<file path="config.mk">
export PLATFORM = sky130hd
export DESIGN_NAME = quad_gray_counter
export DESIGN_NICKNAME = d
export VERILOG_FILES = /design/src/rtl/quad_gray_counter.sv
export SDC_FILE = /design/constraint.sdc
export NUM_CORES = 1
export LEC_CHECK = 0
export BUFFER_PORTS_ARGS = -buffer_cell sky130_fd_sc_hd__buf_2
export CORE_MARGIN = 8
export CORE_UTILIZATION = 40
export CTS_CLUSTER_SIZE = 8
export DETAILED_ROUTE_END_ITERATION = 10
export HOLD_SLACK_MARGIN = 0.08
export SETUP_SLACK_MARGIN = 0.15
export SKIP_LAST_GASP = 1
export SLEW_MARGIN = 20
export SYNTH_ARGS = -nofsm -noshare
export SYNTH_HDL_FRONTEND = slang
export SYNTH_SLANG_ARGS = --single-unit
</file>
<file path="constraint.sdc">
create_clock -name clk -period 4 [get_ports clk]
set_input_delay 0.6 -clock clk [delete_from_list [all_inputs] [get_ports clk]]
set_output_delay 0.6 -clock clk [all_outputs]
set_load 0.03 [all_outputs]
</file>
<file path="src/rtl/quad_gray_counter.sv">
module quad_gray_counter #(
  parameter int N = 8
) (
  input  logic         clk,
  input  logic         rst_n,
  input  logic         step_up,
  input  logic         step_down,
  output logic         ph_lo,
  output logic         ph_hi,
  output logic [N-1:0] gray,
  output logic [N-1:0] bin
);

  localparam int TW = $clog2(N);

  logic [N-1:1]  upper;
  logic          hi_seen;
  logic [TW-1:0] tgt;
  logic          wval;

  wire move    = step_up ^ step_down;
  wire flip_lo = (ph_lo ~^ ph_hi) ^ step_down;
  wire pending = ph_hi ^ hi_seen;

  assign gray = {upper, ph_lo};

  always_comb begin
    tgt = TW'(N - 1);
    for (int i = N - 2; i >= 0; i--)
      if (gray[i]) tgt = TW'(i + 1);
    wval = (^upper) ^ upper[tgt] ^ ph_hi;
  end

  always_comb
    for (int i = 0; i < N; i++)
      bin[i] = ^(gray >> i);

  always_ff @(posedge clk) begin
    if (!rst_n) begin
      ph_lo   <= 1'b0;
      ph_hi   <= 1'b0;
      hi_seen <= 1'b0;
      upper   <= '0;
    end else begin
      if (move) begin
        if (flip_lo) ph_lo <= ~ph_lo;
        else         ph_hi <= ~ph_hi;
      end
      hi_seen <= ph_hi;
      if (pending) upper[tgt] <= wval;
    end
  end

  AST_ONE_PHASE: assert property (@(posedge clk) disable iff (!rst_n)
    !((ph_lo != $past(ph_lo)) && (ph_hi != $past(ph_hi))));

  AST_UP_ORDER: assert property (@(posedge clk) disable iff (!rst_n)
    (step_up && !step_down) |=> ((ph_lo != $past(ph_lo)) == ($past(ph_lo) == $past(ph_hi))));

  AST_HOLD_PHASES: assert property (@(posedge clk) disable iff (!rst_n)
    (step_up == step_down) |=> ($stable(ph_lo) && $stable(ph_hi)));

  AST_UPPER_WAIT: assert property (@(posedge clk) disable iff (!rst_n)
    !pending |=> $stable(upper));

  AST_UPPER_ONEBIT: assert property (@(posedge clk) disable iff (!rst_n)
    $onehot0(upper ^ $past(upper)));

endmodule

</file>
==> results of run 1 <==
[registers in the layout, indices dropped and copies added (netlist names)]
signal / cells
ph_hi: 1
upper: 7
hi_seen: 1
ph_lo: 1
[cells by family after synthesis]
group	Yosys count	share of synthesized area, %
compound gates	26	21.4
fa+ha+maj	4	6.75
simple gates	25	17.5
xor+xnor	11	20.6
buf+inv	11	6.74
flops	10	27.0
[critical path, cell delays in order, from the launching register on]
cell and delay [ps]:
dfxtp_1 380, inv_1 70, ha_1 300, xnor2_1 260
xnor2_1 180, xor2_1 150, buf_2 210
[final cells by class]
type / count / share of cell area (%)
multi-input combinational: 66 / 56.1
sequential: 10 / 22.8
timing repair buffer: 21 / 12.0
inverter: 7 / 3.00
clock buffer: 3 / 2.57
tap: 25 / 3.57
[report_power, final]
part           switching [W]  leakage [nW]  internal, W
registers          0.0000141        0.0815     0.000107
logic               0.000142         0.316    0.0000822
clock network      0.0000324        0.0138    0.0000347
total               0.000188         0.411     0.000224
[stage by stage]
stage                     cells  hold slack, ps
after floorplan              87             640
after global placement      129             572
after detailed placement    129             577
after CTS                   132             582
after global routing        132             617
final                       132             584
[Yosys cell counts, types with 2 or more instances]
master	number	share of area, %
xnor2_1	4	4.7
nor2b_1	2	1.7
nand2b_1	3	2.5
dfxtp_1	10	27
nand2_1	4	2.0
nor2_1	8	4.0
o21ai_0	8	5.4
nor3_1	2	1.3
xnor2_2	2	4.4
or3_1	2	1.7
a211oi_1	2	2.0
ha_1	4	6.7
xor2_1	2	2.4
inv_1	7	3.5
a21oi_1	10	6.7
buf_4	2	2.0
[worst max-delay path by stage]
stage,to,slack [ps],cells after the start
floorplan,bin[0],720,4
global placement,bin[0],1860,6
detailed placement,bin[0],1840,6
CTS,bin[0],1550,6
global route,bin[0],1470,6
finish,bin[0],1590,6
[routing by layer]
metal | track usage, % | share of wire [%] | vias up
met2 | 15.7 | 47 | 18
met5 | 0 | 0 | -
li1 | - | - | 339
met4 | 5.12 | 1.4 | 0
met3 | 2.39 | 7.2 | 4
met1 | 10.6 | 44 | 300
==> flow_metrics.py, run 1 <==
metrics = {
    "die": {
        "core-area_sq_um": 1750,
        "fp-row-count": 15,
        "die_h_microns": 59.1,
        "num_io_pins": 22,
        "dieArea_sq_um": 3490,
        "start_util_pct": 42.5,
        "dieWidth_microns": 59.1,
    },
    "placed_design": {
        "post-place-ws_ps": 1840,
        "gp_congestion": 0.752,
        "io_buffers": 21,
        "hpwl_microns": 1290,
        "place_area_sq_um": 855,
    },
    "hold_path": {
        "min_from": "upper[4]",
        "worst_hold_path.endpoint": "upper[4]",
        "worstHoldPathCells": 2,
        "hold_class": "reg -> reg",
    },
    "power_and_ir_drop": {
        "peakVddDrop_mv": 0.189,
        "power_density_nw_per_um2": 470,
        "power_w": 0.000412,
        "leakage_nw": 0.411,
    },
    "finish": {
        "layout_common_cells": "21 x buf_2, 10 x a21oi_1, 10 x dfxtp_1",
        "drive_gt1_share_pct": 29.9,
        "final_core_util_pct": 50.3,
        "layout.nets": 117,
        "area_growth_pct": 18.2,
        "multi_input_area_sq_um": 492,
        "n_fill_cell": 176,
        "fin_area_sq_um": 877,
        "final_common_cell": "buf_2",
        "diodes": 0,
        "seq_area_sq_um": 200,
    },
    "cts": {
        "cts-root-buf": "clkbuf_4",
        "cts.htree.levels": 1,
        "cts_num_sinks": 10,
        "cts_setup_buffers": 0,
        "holdBufCountCts": 0,
        "cts_buffer_depth": 2,
        "clk_pin_slew_worst_paths_ps": 60,
        "clkLatencyLatePin_ps": 260,
        "cts_tree": "yes",
        "numCtsBuffers": 3,
        "cts_resized": 0,
    },
    "drt": {
        "viasPerCell": 5.01,
        "drtAntennaViolNets": 0,
        "drc": 0,
        "first_pass_iters": 4,
        "wire_per_inst_microns": 12.1,
        "num_vias": 661,
        "routed_wl_microns": 1600,
        "drtIter0Drc": 15,
    },
    "setup_path": {
        "r2r_cells": 8,
        "worstSetupStartpoint": "upper[4]",
        "cp_data_required_time_ps": 3400,
        "arrival_ps": 1810,
        "r2r_slack_ps": 1860,
        "path_class": "reg -> out",
        "rr_endpoint": "upper[5]",
        "worstSetupStartpointType": "flip-flop",
        "rr_startpoint": "upper[4]",
        "end_kind": "output port",
        "crit_fanout": 4,
    },
    "logic_synthesis": {
        "synth_cells": 87,
        "async_flop_share_pct": 0,
        "ys.flop_type": "dfxtp_1",
        "ys_warn_count": 0,
        "synth-seq-cells": 10,
        "avgSynthCellArea_sq_um": 8.53,
        "synth_area_sq_um": 742,
        "ys_seq_area_share_pct": 27.0,
        "syn-num-nets": 95,
        "synth_enable_flop_cells": 0,
        "ys_types": 31,
    },
    "sta": {
        "fin_crit_ps": 2410,
        "slew_violations": 0,
        "finalSetupTns_ps": 0,
        "rsz0062_at_grt": "false",
        "maxSlewHeadroom_pct": 70.1,
        "setup_viol": 0,
        "clock_skew_ps": 3.07,
        "hold_viol": 0,
        "period_share_pct": 60.2,
        "post-route-worst-setup-slack_ps": 1590,
        "fmax_ghz": 0.415,
        "tightest_slew_ps": 448,
    },
    "run_status": {
        "status": "complete, no violations",
    },
    "global_route": {
        "grt_pass1_vias": 594,
        "grt-ovfl-total": 0,
        "grt_use_total_pct": 9.40,
        "antenna_found_initial": 0,
        "grt_pass1_wl_microns": 2520,
        "grt_max_degree": 15,
    },
    "flow_run": {
        "drv_cap": 0,
    },
}
Power figures use the tool's default switching activity.
==> inputs of run 2 (changes only) <==
clock period = 2.4 ns   (was 4 ns; I/O delays follow)
==> flow_metrics.py, run 2 (synthesis results as in run 1) <==
metrics = {
    "placed_design": {
        "gp_congestion": 0.802,
        "hpwl_microns": 1300,
        "place_area_sq_um": 923,
        "io_buffers": 21,
    },
    "finish": {
        "layout.nets": 117,
        "drive_gt1_share_pct": 34.6,
        "fin_area_sq_um": 953,
        "regMostFlops": "upper",
        "n_fill_cell": 162,
        "final_common_cell": "buf_2",
        "diodes": 0,
        "largest_reg_flops": 7,
        "final_core_util_pct": 54.6,
        "layout_common_cells": "20 x buf_2, 10 x a21oi_1, 9 x dfxtp_1",
        "area_growth_pct": 28.5,
    },
    "sta": {
        "finalSetupTns_ps": 0,
        "fmax_ghz": 0.471,
        "tightest_slew_ps": 435,
        "fin_crit_ps": 2120,
        "clock_skew_ps": 4.67,
        "setup_viol": 0,
        "slew_violations": 0,
        "hold_viol": 0,
        "period_share_pct": 88.4,
        "timing.hold.ws_ps": 392,
        "maxSlewHeadroom_pct": 71.0,
        "rsz0062_at_grt": "true",
    },
    "global_route": {
        "grt_pass1_vias": 618,
        "grt-ovfl-total": 0,
        "antenna_found_initial": 0,
        "grt_pass1_wl_microns": 2850,
        "grt_use_total_pct": 10.6,
        "grt_max_degree": 15,
    },
    "drt": {
        "wire_per_inst_microns": 12.6,
        "num_vias": 653,
        "routed_wl_microns": 1660,
        "drtAntennaViolNets": 0,
        "first_pass_iters": 4,
        "drtIter0Drc": 16,
        "drc": 0,
        "viasPerCell": 4.95,
    },
    "setup_path": {
        "cp_cell_sequence": "inv_1, ha_1, xnor3_2, buf_2",
        "slowest_stage": "xnor3_2",
        "crit_family": "XOR/XNOR gates",
        "path_class": "reg -> out",
        "worstSetupStartpointType": "flip-flop",
        "crit_fanout": 5,
        "critical-path-max-stage-delay_ps": 460,
        "arrival_ps": 1760,
        "critPathBufInv": 2,
        "cp_data_required_time_ps": 2040,
        "end_kind": "output port",
    },
    "power_and_ir_drop": {
        "peakVddDrop_mv": 0.574,
        "leakage_nw": 0.439,
        "power_w": 0.000737,
        "power_density_nw_per_um2": 773,
    },
    "cts": {
        "cts-root-buf": "clkbuf_4",
        "cts_num_sinks": 10,
        "holdBufCountCts": 0,
        "cts_buffer_depth": 2,
        "cts.htree.levels": 1,
        "cts_tree": "yes",
        "clk_pin_slew_worst_paths_ps": 60,
        "numCtsBuffers": 3,
        "clkLatencyLatePin_ps": 260,
    },
    "die": {
        "dieArea_sq_um": 3490,
        "dieWidth_microns": 59.1,
        "core-area_sq_um": 1750,
        "start_util_pct": 42.5,
        "num_io_pins": 22,
        "fp-row-count": 15,
        "die_h_microns": 59.1,
    },
    "flow_run": {
        "drv_cap": 0,
    },
    "hold_path": {
        "hold_class": "in -> reg",
    },
    "run_status": {
        "status": "complete, no violations",
    },
}
==> run 2: final timing paths <==
| path | to | start | slack (ps) | cells past startpoint |
|---|---|---|---|---|
| worst max register to register | upper[1] | upper[3] | 310 | 8 |
| worst max-delay path | bin[1] | upper[3] | 280 | 4 |
| worst min register to register | upper[4] | upper[4] | 590 | 2 |
| worst min-delay path | ph_hi | rst_n | 390 | 3 |
==> run 2: layout make-up <==
cell class              instances  area (sq um)  share of cell area (%)
flip-flops and latches         10           201                    21.1
well taps                      25          31.3                    3.28
repair buffers                 21           108                    11.3
multi-input cells              66           564                    59.2
clock buffers                   3          22.5                    2.36
inverters                       7          26.3                    2.76
==> run 2: worst min-delay path, stage by stage <==
cell	delay, ps
buf_2	150
inv_1	60
a311oi_1	30
==> run 2: per-layer routing <==
metal  share of wire [%]  vias to the layer above  track usage [%]  wire (microns)
met5                   0                        -                0               0
met4                0.72                        0             3.07              12
li1                    -                      342                -               -
met3                 8.9                        2             5.21             147
met2                  43                       23             15.1             717
met1                  47                      286             13.4             780
==> run 2: report_power, final <==
group	total (W)	leakage [nW]	switching, W	internal [W]
Combinational	0.000420	0.343	0.000254	0.000166
Sequential	0.000206	0.0818	0.0000267	0.000179
Clock	0.000112	0.0138	0.0000540	0.0000578
Total	0.000737	0.439	0.000335	0.000403
==> run 2: what timing repair did <==
action                     CTS  global route
setup endpoints to repair    0             8
resized for setup            0             2
setup buffers                0             0
==> run 2: metrics by stage <==
step / cells / setup slack (ps)
6_report: 132 / 277
5_1_grt: 132 / 149
4_1_cts: 132 / 203
3_5_place_dp: 129 / 231
3_3_place_gp: 129 / 242
2_1_floorplan: 87 / 154
